File: src/rtl/rank_pd_pkg.sv
package rank_pd_pkg;
  typedef enum logic [1:0] {
    PST_ACT = 2'b00,
    PST_APD = 2'b01,
    PST_PPD = 2'b10,
    PST_SR  = 2'b11
  } rank_pst_e;
endpackage

File: src/rtl/rank_pd_fsm.sv
module rank_pd_fsm
  import rank_pd_pkg::*;
#(
  parameter int IDLE_W      = 8,
  parameter int EXIT_W      = 6,
  parameter int PD_EXIT_CYC = 4,
  parameter int SR_EXIT_CYC = 32
) (
  input  logic              clk,
  input  logic              rst,
  input  logic              populated,
  input  logic              bank_open,
  input  logic              req,
  input  logic [IDLE_W-1:0] idle_limit,
  input  logic              sr_enter,
  input  logic              sr_exit,
  output rank_pst_e         state_o,
  output logic              ready_o
);
  rank_pst_e          st;
  logic [IDLE_W-1:0]  idle_cnt;
  logic [EXIT_W-1:0]  exit_cnt;
  logic               idle_hit;

  assign idle_hit = ({1'b0, idle_cnt} + 1'b1) >= {1'b0, idle_limit};

  always_ff @(posedge clk) begin
    if (rst || !populated) begin
      st       <= PST_ACT;
      idle_cnt <= '0;
      exit_cnt <= '0;
    end else if (sr_enter) begin
      st       <= PST_SR;
      idle_cnt <= '0;
      exit_cnt <= '0;
    end else if (sr_exit && st == PST_SR) begin
      st       <= PST_ACT;
      idle_cnt <= '0;
      exit_cnt <= EXIT_W'(SR_EXIT_CYC);
    end else begin
      case (st)
        PST_ACT: begin
          if (exit_cnt != '0) begin
            exit_cnt <= exit_cnt - 1'b1;
            idle_cnt <= '0;
          end else if (req) begin
            idle_cnt <= '0;
          end else if (idle_hit) begin
            st       <= bank_open ? PST_APD : PST_PPD;
            idle_cnt <= '0;
          end else begin
            idle_cnt <= idle_cnt + 1'b1;
          end
        end
        PST_APD, PST_PPD: begin
          if (req) begin
            st       <= PST_ACT;
            exit_cnt <= EXIT_W'(PD_EXIT_CYC);
          end
        end
        default: ;
      endcase
    end
  end

  assign state_o = st;
  assign ready_o = populated && st == PST_ACT && exit_cnt == '0;

  AST_PPD_PAGES_CLOSED: assert property (@(posedge clk) disable iff (rst)
    (st == PST_PPD && $past(st) == PST_ACT) |-> !$past(bank_open));
  AST_APD_PAGE_OPEN: assert property (@(posedge clk) disable iff (rst)
    (st == PST_APD && $past(st) == PST_ACT) |-> $past(bank_open));
  AST_PD_WAKE: assert property (@(posedge clk) disable iff (rst)
    (populated && req && (st == PST_APD || st == PST_PPD)) |=> (st == PST_ACT && !ready_o));
endmodule

File: src/rtl/sr_ctrl.sv
module sr_ctrl #(
  parameter int QUIET_W = 8
) (
  input  logic               clk,
  input  logic               rst,
  input  logic               any_req,
  input  logic               cpu_deep_sleep,
  input  logic               sw_sr_req,
  input  logic [QUIET_W-1:0] quiet_limit,
  output logic               sr_active_o,
  output logic               sr_enter_o,
  output logic               sr_exit_o
);
  logic               sr_q;
  logic               by_sw_q;
  logic [QUIET_W-1:0] quiet_cnt;
  logic               quiet_ok;

  always_comb begin
    quiet_ok   = cpu_deep_sleep && !any_req &&
                 (({1'b0, quiet_cnt} + 1'b1) >= {1'b0, quiet_limit});
    sr_enter_o = !sr_q && !any_req && (sw_sr_req || quiet_ok);
    sr_exit_o  = sr_q && (any_req || (by_sw_q ? !sw_sr_req : !cpu_deep_sleep));
  end

  always_ff @(posedge clk) begin
    if (rst) begin
      sr_q      <= 1'b0;
      by_sw_q   <= 1'b0;
      quiet_cnt <= '0;
    end else begin
      if (sr_enter_o) begin
        sr_q    <= 1'b1;
        by_sw_q <= sw_sr_req;
      end else if (sr_exit_o) begin
        sr_q    <= 1'b0;
      end
      if (!cpu_deep_sleep || any_req || sr_exit_o)
        quiet_cnt <= '0;
      else if (quiet_cnt != '1)
        quiet_cnt <= quiet_cnt + 1'b1;
    end
  end

  assign sr_active_o = sr_q;

  AST_SR_ENTRY_QUIET: assert property (@(posedge clk) disable iff (rst)
    $rose(sr_q) |-> $past(!any_req));
  AST_SR_EXIT_CAUSE: assert property (@(posedge clk) disable iff (rst)
    $fell(sr_q) |-> $past(any_req || !sw_sr_req || !cpu_deep_sleep));
endmodule

File: src/rtl/pin_oe_ctrl.sv
module pin_oe_ctrl #(
  parameter int NUM_RANKS      = 4,
  parameter int RANKS_PER_SLOT = 2,
  localparam int NUM_SLOTS     = (NUM_RANKS + RANKS_PER_SLOT - 1) / RANKS_PER_SLOT
) (
  input  logic [NUM_RANKS-1:0] populated,
  input  logic [NUM_RANKS-1:0] rank_awake,
  input  logic [NUM_RANKS-1:0] cs_req,
  output logic                 addr_cmd_oe,
  output logic [NUM_RANKS-1:0] cs_oe,
  output logic [NUM_RANKS-1:0] cke_oe,
  output logic [NUM_SLOTS-1:0] clk_oe
);
  always_comb begin
    clk_oe = '0;
    for (int r = 0; r < NUM_RANKS; r++)
      clk_oe[r / RANKS_PER_SLOT] = clk_oe[r / RANKS_PER_SLOT] | populated[r];
  end

  assign cke_oe      = populated;
  assign cs_oe       = populated & rank_awake;
  assign addr_cmd_oe = (|(cs_req & populated)) && (|(populated & rank_awake));
endmodule

File: src/rtl/dram_rank_pd_ctrl.sv
module dram_rank_pd_ctrl
  import rank_pd_pkg::*;
#(
  parameter int NUM_RANKS      = 4,
  parameter int RANKS_PER_SLOT = 2,
  parameter int IDLE_W         = 8,
  parameter int QUIET_W        = 8,
  parameter int PD_EXIT_CYC    = 4,
  parameter int SR_EXIT_CYC    = 32,
  localparam int NUM_SLOTS     = (NUM_RANKS + RANKS_PER_SLOT - 1) / RANKS_PER_SLOT
) (
  input  logic                   clk,
  input  logic                   rst,
  input  logic [NUM_RANKS-1:0]   rank_populated,
  input  logic [NUM_RANKS-1:0]   bank_open,
  input  logic [NUM_RANKS-1:0]   req_pending,
  input  logic [NUM_RANKS-1:0]   cs_req,
  input  logic                   cpu_deep_sleep,
  input  logic                   sw_sr_req,
  input  logic [IDLE_W-1:0]      idle_limit,
  input  logic [QUIET_W-1:0]     quiet_limit,
  output logic [NUM_RANKS-1:0]   cke,
  output logic [2*NUM_RANKS-1:0] rank_state,
  output logic [NUM_RANKS-1:0]   rank_ready,
  output logic                   sr_active,
  output logic                   addr_cmd_oe,
  output logic [NUM_RANKS-1:0]   cs_oe,
  output logic [NUM_RANKS-1:0]   cke_oe,
  output logic [NUM_SLOTS-1:0]   clk_oe
);
  localparam int EXIT_MAX = (PD_EXIT_CYC > SR_EXIT_CYC) ? PD_EXIT_CYC : SR_EXIT_CYC;
  localparam int EXIT_W   = $clog2(EXIT_MAX + 1);

  logic [NUM_RANKS-1:0] req_live;
  logic [NUM_RANKS-1:0] awake;
  logic [NUM_RANKS-1:0] in_sr_or_empty;
  logic                 sr_enter, sr_exit;
  rank_pst_e            st_w [NUM_RANKS];

  assign req_live = req_pending & rank_populated;

  sr_ctrl #(.QUIET_W(QUIET_W)) u_sr (
    .clk, .rst,
    .any_req        (|req_live),
    .cpu_deep_sleep (cpu_deep_sleep),
    .sw_sr_req      (sw_sr_req),
    .quiet_limit    (quiet_limit),
    .sr_active_o    (sr_active),
    .sr_enter_o     (sr_enter),
    .sr_exit_o      (sr_exit)
  );

  for (genvar r = 0; r < NUM_RANKS; r++) begin : g_rank
    rank_pd_fsm #(
      .IDLE_W(IDLE_W), .EXIT_W(EXIT_W),
      .PD_EXIT_CYC(PD_EXIT_CYC), .SR_EXIT_CYC(SR_EXIT_CYC)
    ) u_fsm (
      .clk, .rst,
      .populated  (rank_populated[r]),
      .bank_open  (bank_open[r]),
      .req        (req_live[r]),
      .idle_limit (idle_limit),
      .sr_enter   (sr_enter),
      .sr_exit    (sr_exit),
      .state_o    (st_w[r]),
      .ready_o    (rank_ready[r])
    );
    assign awake[r]              = (st_w[r] == PST_ACT);
    assign cke[r]                = rank_populated[r] && awake[r];
    assign rank_state[2*r +: 2]  = st_w[r];
    assign in_sr_or_empty[r]     = (st_w[r] == PST_SR) || !rank_populated[r];
  end

  pin_oe_ctrl #(.NUM_RANKS(NUM_RANKS), .RANKS_PER_SLOT(RANKS_PER_SLOT)) u_pins (
    .populated   (rank_populated),
    .rank_awake  (awake),
    .cs_req      (cs_req),
    .addr_cmd_oe (addr_cmd_oe),
    .cs_oe       (cs_oe),
    .cke_oe      (cke_oe),
    .clk_oe      (clk_oe)
  );

  AST_SR_ALL_RANKS: assert property (@(posedge clk) disable iff (rst)
    sr_active |-> (&in_sr_or_empty));
  AST_ADDR_OE_NEEDS_CKE: assert property (@(posedge clk) disable iff (rst)
    addr_cmd_oe |-> (|cke));
  AST_EMPTY_RANK_QUIET: assert property (@(posedge clk) disable iff (rst)
    (~rank_populated & (cke | rank_ready | cs_oe)) == '0);
endmodule

File: config.mk
export PLATFORM = sky130hd
export DESIGN_NAME = dram_rank_pd_ctrl
export DESIGN_NICKNAME = d
export VERILOG_FILES = /design/src/rtl/rank_pd_pkg.sv /design/src/rtl/rank_pd_fsm.sv /design/src/rtl/sr_ctrl.sv /design/src/rtl/pin_oe_ctrl.sv /design/src/rtl/dram_rank_pd_ctrl.sv
export SDC_FILE = /design/constraint.sdc
export NUM_CORES = 1
export LEC_CHECK = 0
export BUFFER_PORTS_ARGS = -buffer_cell sky130_fd_sc_hd__buf_2
export CAP_MARGIN = 0
export CORE_ASPECT_RATIO = 0.7
export CORE_MARGIN = 2
export CORE_UTILIZATION = 44
export CTS_CLUSTER_DIAMETER = 50
export DETAILED_ROUTE_END_ITERATION = 16
export PLACE_DENSITY = 0.75
export SYNTH_ARGS = -nofsm -noshare
export SYNTH_HDL_FRONTEND = slang
export SYNTH_SLANG_ARGS = --single-unit
export TNS_END_PERCENT = 100
File: constraint.sdc
create_clock -name clk -period 4.1 [get_ports clk]
set_input_delay 0.82 -clock clk [delete_from_list [all_inputs] [get_ports clk]]
set_output_delay 0.82 -clock clk [all_outputs]
set_load 0.05 [all_outputs]
==> summary.md, run 1 <==
| Metric | Value |
|---|---|
| Status | `completed` |
| Cell Area, Placed | `5718 um2` |
| Detailed-route DRC error count | `0` |
| Share of Yosys cell area claimed by the top area cell type | `0.2755` |
| Period utilization | `0.8227` |
| FF+latch count, synth | `74` |
| Slowest cell on crit path | `nor4_4` |
| Final Non-Filler Cells | `866` |
| Pre-CTS setup slack | `0.7482 ns` |
| Worst setup path endpoint | `g_rank[3].u_fsm.idle_cnt[2]` |
| Setup bufs post-CTS | `0` |
| Hold buffer count at CTS | `0` |
| Synth-to-layout area growth | `12.91%` |
| Mapped Area | `5378 um2` |
| RSZ-0062 raised after global routing | `no` |
| Vias/cell | `5.794` |
| PwrDens | `502.0 nW/um2` |
| DRT Wirelength | `13800 um` |
| CP max stage delay | `0.54 ns` |
| Slew @ Worst Pin | `0.7413 ns` |
| WS Path Type | `reg2reg` |
| Design area | `6072 um2` |
| Initial Utilization | `0.4554` |
| Num ports | `64` |
| Largest net degree at the start of global routing | `18` |
| Peak supply drop | `304.1 uV` |
| Synth cell types | `62` |
| Post-DP HPWL | `10450 um` |
| Number of buffers created by CTS | `9` |
| CP startpoint kind | `flop` |
| Post-CTS sizing | `0` |
| Die area | `13140 um2` |
| Worst Skew | `0.009244 ns` |
| Share of cells above drive strength 1 | `0.1354` |
| Die Y | `96.50 um` |
| Router iterations before antenna repair | `5` |
| Reg-to-reg slack, setup | `0.73 ns` |
| Layout Nets | `805` |
| Post-synth ARST share | `0` |
| Leakage | `0.002775 uW` |
| Die W | `136.1 um` |
| Slew Limit Fails | `0` |
| Core Area | `11810 um2` |
| Placed cells | `850` |
| Crit Path Max Fanout | `13` |
| Hold Path Class | `reg2reg` |
| Number of global-route vias before repair | `4813` |
| DR vias | `5018` |
| Seq/Total Area, Yosys | `0.2755` |
| Initial antenna violation count | `0` |
| Clock H-tree levels | `3` |
| Commonest cells post-synth | `dfxtp_1, nor2_1, ha_1, a21oi_1, nand2_1` |
| Syn nets | `762` |
| Final period demand of the worst path | `3.373 ns` |
| Clk_lat worst skew | `0.34 ns` |
| Synth Area per Inst | `8.136 um2` |
| Crit path arrival time | `3.61 ns` |
| Max Freq | `0.2965 GHz` |
| Post-synth EDFFs | `0` |
| Global-route wire length before repair | `22790 um` |
| GPL Wtd Cong | `0.8426` |
| Worst-path clk slew | `0.06 ns` |
| Ant diodes | `0` |
| Max_cap viols | `0` |
| R2R Path Start | `g_rank[3].u_fsm.idle_cnt[0]` |
| Reg2reg end | `g_rank[3].u_fsm.idle_cnt[2]` |
| Area contributors post-synth | `dfxtp_1, ha_1, nor2_1, a21oi_1, nand2_1` |
| Syn Inst Count | `661` |
| Final antenna-violating net count | `0` |
| Sink Count | `74` |
| Crit-path most repeated cell | `ha_1` |
| CP Data Required Time | `4.33 ns` |
| Drt wl/cell | `15.94 um` |
| Most common cell in the netlist | `dfxtp_1` |
| Critical path capture point type | `flop` |
| Setup ws final | `0.7270 ns` |
| Global route overflow | `0` |
| Max_slew headroom | `0.5020` |
| CTS tree | `yes` |
| Clock buffer depth | `2` |
| CP Cell Sequence | `ha_1, and3_1, nand3_1, xnor2_1, ha_1, nand4_1, nor2_1, a311o_1, nor4_4, or2b_1, a311oi_1` |
| Syn. warnings | `0` |
| Critical Path Start | `g_rank[3].u_fsm.idle_cnt[0]` |
| Drt first-iter violations | `365` |
| Sum of negative setup slack | `0 ns` |
| Primary FF master, synth | `dfxtp_1` |
| Port bufs | `63` |
| Setup violators final | `0` |
| Row Count | `33` |
| Final hold viol count | `0` |
| Yosys top cell by area | `dfxtp_1` |
| CTS root buffer | `clkbuf_16` |
| Register-to-Register Path Depth | `11` |
| Worst Hold Depth | `2` |
| Total track usage | `0.2183` |
==> layout by cell type, fill, tap and decap left out, drive strengths merged, types with 19 or more instances in the layout <==
cell type	instances
nand2	43
ha	65
o21ai	29
buf	64
a311oi	19
a21oi	43
nand3	24
dfxtp	74
inv	42
nor2	71
==> area by class of cell <==
| class | instances | area [um2] |
|---|---|---|
| multi-input cells | 512 | 3556 |
| clock buffers | 12 | 256.5 |
| well taps | 157 | 196.4 |
| flip-flops and latches | 74 | 1481 |
| fillers | 1098 | 5737 |
| repair buffers | 64 | 322.8 |
| inverters | 43 | 161.4 |
| clock inverters | 4 | 97.59 |
==> power by group <==
| group | internal (uW) | switching [uW] |
|---|---|---|
| registers | 790 | 73.7 |
| clock network | 628 | 305 |
| logic | 457 | 795 |
| total | 1870 | 1170 |
==> routing by layer <==
metal | wire, um | GRT usage | vias to the layer above
met4 | 320 | 0.09288 | 0
met5 | 0 | 0 | -
li1 | - | - | 2497
met1 | 6260 | 0.2763 | 2377
met2 | 6624 | 0.3626 | 118
met3 | 596 | 0.04747 | 26
==> worst max-delay path: cells and delay by family (launching register included) <==
kind                     cells  cell delay, ns
AND/OR/NAND/NOR              6            1.51
AO/OA/AOI/OAI                2            0.62
adder cells (fa/ha/maj)      2            0.57
flip-flops                   1            0.41
XOR/XNOR                     1            0.17
==> worst min-delay path by stage <==
stage | startpoint | endpoint | slack (ns)
floorplan | u_sr.by_sw_q | u_sr.by_sw_q | 0.44
global placement | u_sr.by_sw_q | u_sr.by_sw_q | 0.45
detailed placement | u_sr.by_sw_q | u_sr.by_sw_q | 0.46
CTS | u_sr.by_sw_q | u_sr.by_sw_q | 0.48
global route | u_sr.by_sw_q | u_sr.by_sw_q | 0.51
finish | u_sr.by_sw_q | u_sr.by_sw_q | 0.47
==> per-stage QoR <==
step                power (uW)    util  hold WS [ns]
floorplan                 1894       -        0.4354
global placement          2051  0.4842        0.4510
detailed placement        2102  0.4842        0.4649
CTS                       3047  0.5142        0.4755
global route              3252  0.5142        0.5111
finish                    3048  0.5142        0.4742
==> sequential cells by signal, indices dropped and copies added (netlist names) <==
signal                 flops
g_rank.u_fsm.state_o       8
g_rank.u_fsm.exit_cnt     24
u_sr.by_sw_q               1
u_sr.sr_active_o           1
g_rank.u_fsm.idle_cnt     32
u_sr.quiet_cnt             8
==> logic make-up after synthesis <==
group	after synthesis	synth area share
mux	9	0.01722
flops	74	0.2755
buf+inv	75	0.06328
xor+xnor	29	0.04723
simple gates	256	0.2497
compound gates	153	0.1959
fa+ha+maj	65	0.1512
(Power assumes the default switching activity.)
==> inputs of run 2 (changes only) <==
--- a/config.mk
+++ b/config.mk
@@ -5,6 +5,7 @@
 export SDC_FILE = /design/constraint.sdc
 export NUM_CORES = 1
 export LEC_CHECK = 0
+export ABC_AREA = 1
 export BUFFER_PORTS_ARGS = -buffer_cell sky130_fd_sc_hd__buf_2
 export CAP_MARGIN = 0
 export CORE_ASPECT_RATIO = 0.7
@@ -12,7 +13,7 @@
 export CORE_UTILIZATION = 44
 export CTS_CLUSTER_DIAMETER = 50
 export DETAILED_ROUTE_END_ITERATION = 16
-export PLACE_DENSITY = 0.75
+export PLACE_DENSITY = 0.77
 export SYNTH_ARGS = -nofsm -noshare
 export SYNTH_HDL_FRONTEND = slang
 export SYNTH_SLANG_ARGS = --single-unit
==> constraint.sdc (replaced) <==
create_clock -name clk -period 3.09 [get_ports clk]
set_input_delay 0.618 -clock clk [delete_from_list [all_inputs] [get_ports clk]]
set_output_delay 0.618 -clock clk [all_outputs]
set_load 0.05 [all_outputs]
==> run 2 against run 1 <==
Largest power group unchanged. Final cell count grew 24%. Global-route usage shrank 2.4 points. Highest routed layer unchanged. Sequential power grew 35%. Core utilization grew 0.090 points. Routed wire length fell by 5.3%. Worst hold slack is essentially flat.
==> summary.md, run 2 <==
| Metric | Value |
|---|---|
| Status | `completed` |
| Clk_lat worst skew | `0.34 ns` |
| PwrDens | `665.4 nW/um2` |
| Combinational Power Share | `0.483` |
| Number of global-route vias before repair | `4829` |
| Worst-path clk slew | `0.06 ns` |
| CP max stage delay | `0.39 ns` |
| Router iterations before antenna repair | `5` |
| FF+latch count, synth | `74` |
| Synth-to-layout area growth | `13.04%` |
| Die area | `13990 um2` |
| Fillers | `1225` |
| Ant diodes | `0` |
| Clock H-tree levels | `3` |
| Crit Path Max Fanout | `13` |
| Yosys top cell by area | `dfxtp_1` |
| Core Area | `12590 um2` |
| WS Path Type | `reg2reg` |
| Final antenna-violating net count | `0` |
| DRT Wirelength | `13070 um` |
| Crit-path most repeated cell | `nand2_4` |
| Syn. warnings | `0` |
| Drt first-iter violations | `351` |
| Detailed-route DRC error count | `0` |
| Total track usage | `0.1942` |
| CTS root buffer | `clkbuf_16` |
| Commonest cells post-synth | `nand2_1, inv_1, nor2_1, dfxtp_1, ha_1` |
| Period utilization | `0.9183` |
| WP buf/inv | `0` |
| Register area | `1481 um2` |
| R2R Path Start | `u_sr.quiet_cnt[0]` |
| Overall power | `4316 uW` |
| Final hold viol count | `0` |
| Global route overflow | `0` |
| Core Util, Final | `0.5151` |
| CTS tree | `yes` |
| Hold WS | `0.4738 ns` |
| Layout Nets | `1008` |
| Sum of negative setup slack | `0 ns` |
| Drt wl/cell | `12.17 um` |
| Max_slew headroom | `0.7270` |
| Syn nets | `948` |
| CP Cell Sequence | `ha_1, nand2_2, nor3_1, xor2_1, ha_1, a21o_1, nand3_1, nand2_1, nor2_2, nand3_2, nand2_4, nand2_4, nor2_4, nand2_4, nor3_1` |
| Hold Path Class | `reg2reg` |
| Synth cell types | `44` |
| Sink Count | `74` |
| Max Freq | `0.3524 GHz` |
| Primary FF master, synth | `dfxtp_1` |
| Vias/cell | `4.934` |
| Synth Area per Inst | `6.775 um2` |
| Reg2reg end | `g_rank[1].u_fsm.exit_cnt[4]` |
| Leading cell type in the layout, fill and taps excluded | `nand2_1` |
| Clock buffer depth | `2` |
| Post-DP HPWL | `10330 um` |
| Worst Hold Path EP | `g_rank[0].u_fsm.exit_cnt[0]` |
| Syn Inst Count | `847` |
| Global-route wire length before repair | `22340 um` |
| Share of cells above drive strength 1 | `0.1480` |
| Hold buffer count at CTS | `0` |
| Net switching power | `1900 uW` |
| DR vias | `5299` |
| CP Data Required Time | `3.35 ns` |
| RSZ-0062 raised after global routing | `no` |
| CP startpoint kind | `flop` |
| Max_cap viols | `0` |
| Most common cell in the netlist | `nand2_1` |
| Setup bufs post-CTS | `0` |
| Setup violators final | `0` |
| Critical path capture point type | `flop` |
| Peak supply drop | `568.0 uV` |
| Most flops, register | `g_rank.u_fsm.idle_cnt` |
| Register-to-Register Path Depth | `15` |
| GPL Wtd Cong | `0.9044` |
| Slew Limit Fails | `0` |
| Largest regs | `g_rank.u_fsm.idle_cnt x32, g_rank.u_fsm.exit_cnt x24` |
| Share of Yosys cell area claimed by the top area cell type | `0.2582` |
| Most frequent cells in the layout | `nand2_1, inv_1, nor2_1` |
| Post-synth EDFFs | `0` |
| Reg-to-reg slack, setup | `0.25 ns` |
| Slew @ Worst Pin | `0.4081 ns` |
| Row Count | `34` |
| Die Y | `99.55 um` |
| Leakage | `0.003400 uW` |
| Hold Startpoint | `g_rank[0].u_fsm.exit_cnt[0]` |
| Initial Utilization | `0.4557` |
| Final period demand of the worst path | `2.838 ns` |
| Crit path arrival time | `3.09 ns` |
| Worst Skew | `0.009770 ns` |
| Port bufs | `63` |
| Sw Share | `0.4402` |
| Internal Pwr Total | `2416 uW` |
| Num ports | `64` |
| Area contributors post-synth | `dfxtp_1, ha_1, nand2_1, inv_1, nor2_1` |
| Clock power frac | `0.245` |
| Slowest cell on crit path | `dfxtp_1` |
| Die W | `140.5 um` |
| Critical Path Start | `u_sr.quiet_cnt[0]` |
| Post-synth ARST share | `0` |
| Number of buffers created by CTS | `9` |
| Max FFs per register | `32` |
| Seq/Total Area, Yosys | `0.2582` |
| Multi-input combinational cell area | `3577 um2` |
| Initial antenna violation count | `0` |
| Mapped Area | `5738 um2` |
| Delay-heaviest family, CP | `simple AND/OR/NAND/NOR gates` |
| Seq pwr share | `0.272` |
| Largest net degree at the start of global routing | `14` |
| Worst Hold Depth | `2` |
-- run 2: cell types whose count changed in the layout (fill, tap and decap cells not counted), moves of 14 or more --
cell	before	now
a21oi_2	0	18
a311oi_1	18	0
and3_1	14	0
inv_1	42	146
nand2_1	43	181
nand2b_1	14	0
nand3_1	24	54
nor2_1	71	91
xor2_1	16	32
-- run 2: cell type report --
class	count	share of cell area
Inverter	154	0.08989
Clock buffer	10	0.03684
Tap cell	162	0.03125
Timing Repair Buffer	66	0.05208
Sequential cell	74	0.2284
Multi-Input combinational cell	602	0.5515
Clock inverter	6	0.01003
-- run 2: logic make-up after synthesis --
family / Yosys count / share of synthesized area
and+or+nand+nor: 390 / 0.3018
AOI/OAI and AO/OA: 112 / 0.1212
buffers and inverters: 171 / 0.1236
xor gates and xnor gates: 35 / 0.05342
adders and majority gates: 65 / 0.1417
DFF: 74 / 0.2582
-- run 2: through the flow --
stage	cells	setup WS [ns]	cell area [um2]
global placement	1058	0.2736	6150
detailed placement	1058	0.1536	6150
global route	1074	0.02010	6486
finish	1074	0.2524	6486
CTS	1074	0.1446	6454
floorplan	847	0.2312	5738
-- run 2: metal layers --
metal,track usage,routed length [um]
met5,0,0
met4,0.05308,119
met1,0.2775,6585
met3,0.03418,738
met2,0.3028,5624
-- run 2: how the worst max path moves through the flow --
stage / to / cells after the start / slack, ns
after floorplan: addr_cmd_oe / 6 / 0.23
after global placement: g_rank[1].u_fsm.exit_cnt[4] / 15 / 0.27
after detailed placement: g_rank[1].u_fsm.exit_cnt[4] / 15 / 0.15
after CTS: g_rank[1].u_fsm.exit_cnt[4] / 15 / 0.14
after global routing: g_rank[0].u_fsm.exit_cnt[4] / 15 / 0.02
final: g_rank[1].u_fsm.exit_cnt[4] / 15 / 0.25
-- run 2: power by group through the flow --
stage          Clock [uW]  Sequential [uW]  Combinational [uW]
2_1_floorplan           0             1200                1650
3_3_place_gp            0             1190                2020
3_5_place_dp            0             1190                2040
4_1_cts              1080             1170                2060
5_1_grt              1120             1190                2400
6_report             1060             1170                2080
-- run 2: repair_timing --
item,4_1_cts,5_1_grt
endpoints found under the setup margin,0,22
hold endpoints to repair,0,0
gates resized for setup,0,8
-- run 2: worst min-delay path: stages, from the launching register on --
cell,delay (ns)
dfxtp_1,0.31
nand2_1,0.06
a21oi_1,0.05
==> inputs of run 3 (changes only) <==
--- a/config.mk
+++ b/config.mk
@@ -16,5 +16,6 @@
 export PLACE_DENSITY = 0.77
 export SYNTH_ARGS = -nofsm -noshare
 export SYNTH_HDL_FRONTEND = slang
+export SYNTH_HIERARCHICAL = 1
 export SYNTH_SLANG_ARGS = --single-unit
 export TNS_END_PERCENT = 100
==> run 3 against run 2 <==
Design area up 2.7%. Area after synthesis about the same. Count of clock-buffer cells in the layout is 1 higher. Maximum frequency decreased by 0.89%. First-iteration DRC count is 20% lower. Clock skew decreased by 0.0037 ns. Sequential share of layout area decreased by 0.57 points. Flip-flop and latch count unchanged. Global-route usage about the same. Setup slack got worse by 0.026 ns.
==> summary.md, run 3 <==
| Metric | Value |
|---|---|
| Status | `completed` |
| Drt wl/cell | `12.31 um` |
| Syn Inst Count | `832` |
| Share of cells above drive strength 1 | `0.1893` |
| Synth cell types | `34` |
| Post-synth EDFFs | `0` |
| Vias/cell | `4.971` |
| Number of buffers created by CTS | `9` |
| CP Data Required Time | `3.32 ns` |
| Synth-to-layout area growth | `16.10%` |
| Crit-path most repeated cell | `nand2_1` |
| PwrDens | `635.9 nW/um2` |
| Reg-to-reg slack, setup | `0.23 ns` |
| Sink Count | `74` |
| Final period demand of the worst path | `2.863 ns` |
| Clock H-tree levels | `3` |
| Drt first-iter violations | `282` |
| WS Path Type | `reg2reg` |
| Port bufs | `63` |
| Slew Limit Fails | `0` |
| Crit Path Max Fanout | `5` |
| Setup violators final | `0` |
| Detailed-route DRC error count | `0` |
| Final hold viol count | `0` |
| Die W | `140.5 um` |
| Share of Yosys cell area claimed by the top area cell type | `0.2583` |
| Hold Path Class | `reg2reg` |
| Most flops, register | `g_rank.u_fsm/idle_cnt` |
| Clk_lat worst skew | `0.34 ns` |
| Final antenna-violating net count | `0` |
| Most frequent cells in the layout | `nand2_1, inv_1, nor2_1` |
| Leakage | `0.003439 uW` |
| Crit path arrival time | `3.09 ns` |
| Fillers | `1227` |
| CP startpoint kind | `flop` |
| Worst-path clk slew | `0.06 ns` |
| Clock buffer depth | `2` |
| Initial antenna violation count | `0` |
| Max_slew headroom | `0.6327` |
| FF+latch count, synth | `74` |
| Commonest cells post-synth | `nand2_1, inv_1, nor2_1, dfxtp_1, a21oi_1` |
| Hold WS | `0.4794 ns` |
| GPL Wtd Cong | `0.8525` |
| Post-DP HPWL | `10330 um` |
| Syn. warnings | `6` |
| Total track usage | `0.1940` |
| CP Cell Sequence | `ha_2, nand2_2, nor2_4, xor2_2, inv_1, ha_1, nand2_1, inv_1, nand2_1, nand3_1, nand2_1, nand2_1, nand2_1, nand2_2, nand2_4, nand2_8, inv_1, nand2_2, nor3_1, a31oi_2, a21oi_1, nor2_1` |
| Critical path capture point type | `flop` |
| Max FFs per register | `32` |
| Largest net degree at the start of global routing | `12` |
| Post-synth ARST share | `0` |
| CP max stage delay | `0.34 ns` |
| Primary FF master, synth | `dfxtp_1` |
| Most common cell in the netlist | `nand2_1` |
| Area contributors post-synth | `dfxtp_1, ha_1, nand2_1, inv_1, a21oi_1` |
| Slew @ Worst Pin | `0.5489 ns` |
| Initial Utilization | `0.4555` |
| Mapped Area | `5736 um2` |
| Synth Area per Inst | `6.894 um2` |
| Register area | `1483 um2` |
| CTS root buffer | `clkbuf_16` |
| Number of global-route vias before repair | `4883` |
| Max Freq | `0.3493 GHz` |
| Layout Nets | `1021` |
| Sum of negative setup slack | `0 ns` |
| DR vias | `5374` |
| Yosys top cell by area | `dfxtp_1` |
| Largest regs | `g_rank.u_fsm/idle_cnt x32, g_rank.u_fsm/exit_cnt x24` |
| Row Count | `34` |
| Die Y | `99.53 um` |
| Die area | `13980 um2` |
| Hold buffer count at CTS | `0` |
| Core Util, Final | `0.5288` |
| Max_cap viols | `0` |
| DRT Wirelength | `13310 um` |
| Router iterations before antenna repair | `5` |
| R2R Path Start | `u_sr/quiet_cnt[1]` |
| Hold Startpoint | `g_rank[0].u_fsm/exit_cnt[0]` |
| Syn nets | `937` |
| Worst Skew | `0.006022 ns` |
| Global-route wire length before repair | `22260 um` |
| Core Area | `12590 um2` |
| Period utilization | `0.9266` |
| Multi-input combinational cell area | `3716 um2` |
| Ant diodes | `0` |
| Leading cell type in the layout, fill and taps excluded | `nand2_1` |
| Peak supply drop | `570.0 uV` |
| Critical Path Start | `u_sr/quiet_cnt[1]` |
| Slowest cell on crit path | `dfxtp_2` |
| CTS tree | `yes` |
| Num ports | `64` |
| Global route overflow | `0` |
| Seq/Total Area, Yosys | `0.2583` |
-- run 3: cell types whose count changed after synthesis, moves of 10 or more --
cell,change
o21ai_0,-19
nand3_1,-19
a21oi_1,+32
nand2_1,+27
a21oi_2,-17
xor2_1,-10
nor2_1,-16
a31oi_1,+12
-- run 3: timing repair --
item                                    4_1_cts  5_1_grt
endpoints found under the setup margin       20       55
setup buffers                                 0        1
cloned                                        0        1
pin swaps                                     0        5
gates resized for setup                       1       20
-- run 3: kinds of logic after synthesis --
kind of cell | Yosys count | synth area share
simple gates | 397 | 0.3392
flops | 74 | 0.2583
fa+ha+maj | 69 | 0.1505
xor+xnor | 27 | 0.04123
compound gates | 106 | 0.1041
buf+inv | 159 | 0.1067
-- run 3: metrics by stage --
| step | instance area [um2] | worst slack [ns] | total power, uW | std cells |
|---|---|---|---|---|
| floorplan | 5736 | 0.1880 | 2863 | 832 |
| global placement | 6314 | 0.1042 | 3256 | 1065 |
| detailed placement | 6314 | -0.03354 | 3288 | 1065 |
| CTS | 6576 | 0.07879 | 4247 | 1079 |
| global route | 6659 | -0.01852 | 4595 | 1081 |
| finish | 6659 | 0.2269 | 4234 | 1081 |
-- run 3: final cells by class --
type,count,area share
Multi-Input combinational cell,600,0.5581
Sequential cell,74,0.2227
Inverter,155,0.08775
Timing Repair Buffer,76,0.06201
Clock buffer,11,0.03645
Tap cell,162,0.03044
Clock inverter,3,0.002631
-- run 3: critical path, delay by kind of cell (launching register included) --
kind | cells | cell delay, ns
AO/OA/AOI/OAI | 2 | 0.27
XOR/XNOR | 1 | 0.16
adder cells (fa/ha/maj) | 2 | 0.47
buffers and inverters | 3 | 0.25
flip-flops | 1 | 0.34
AND/OR/NAND/NOR | 14 | 1.26
-- run 3: power by group --
part           internal (uW)  switching [uW]  leakage [uW]  total [uW]
Combinational            726            1380       0.00271        2100
Sequential              1080             115      0.000600        1190
Clock                    553             389      0.000127         942
Total                   2350            1880       0.00344        4230
-- run 3: path summary, 6_finish.rpt --
check	endpoint	cells after the start
max	g_rank[1].u_fsm/state_o[0]	22
min	g_rank[0].u_fsm/exit_cnt[0]	2
max reg2reg	g_rank[1].u_fsm/state_o[0]	22
min reg2reg	g_rank[0].u_fsm/exit_cnt[0]	2
-- run 3: routing by layer --
layer,share of wire,vias to the layer above,track usage
met1,0.50,2403,0.2716
li1,-,2818,-
met4,0.0054,0,0.03846
met3,0.054,6,0.04381
met5,0,-,0
met2,0.44,147,0.3092
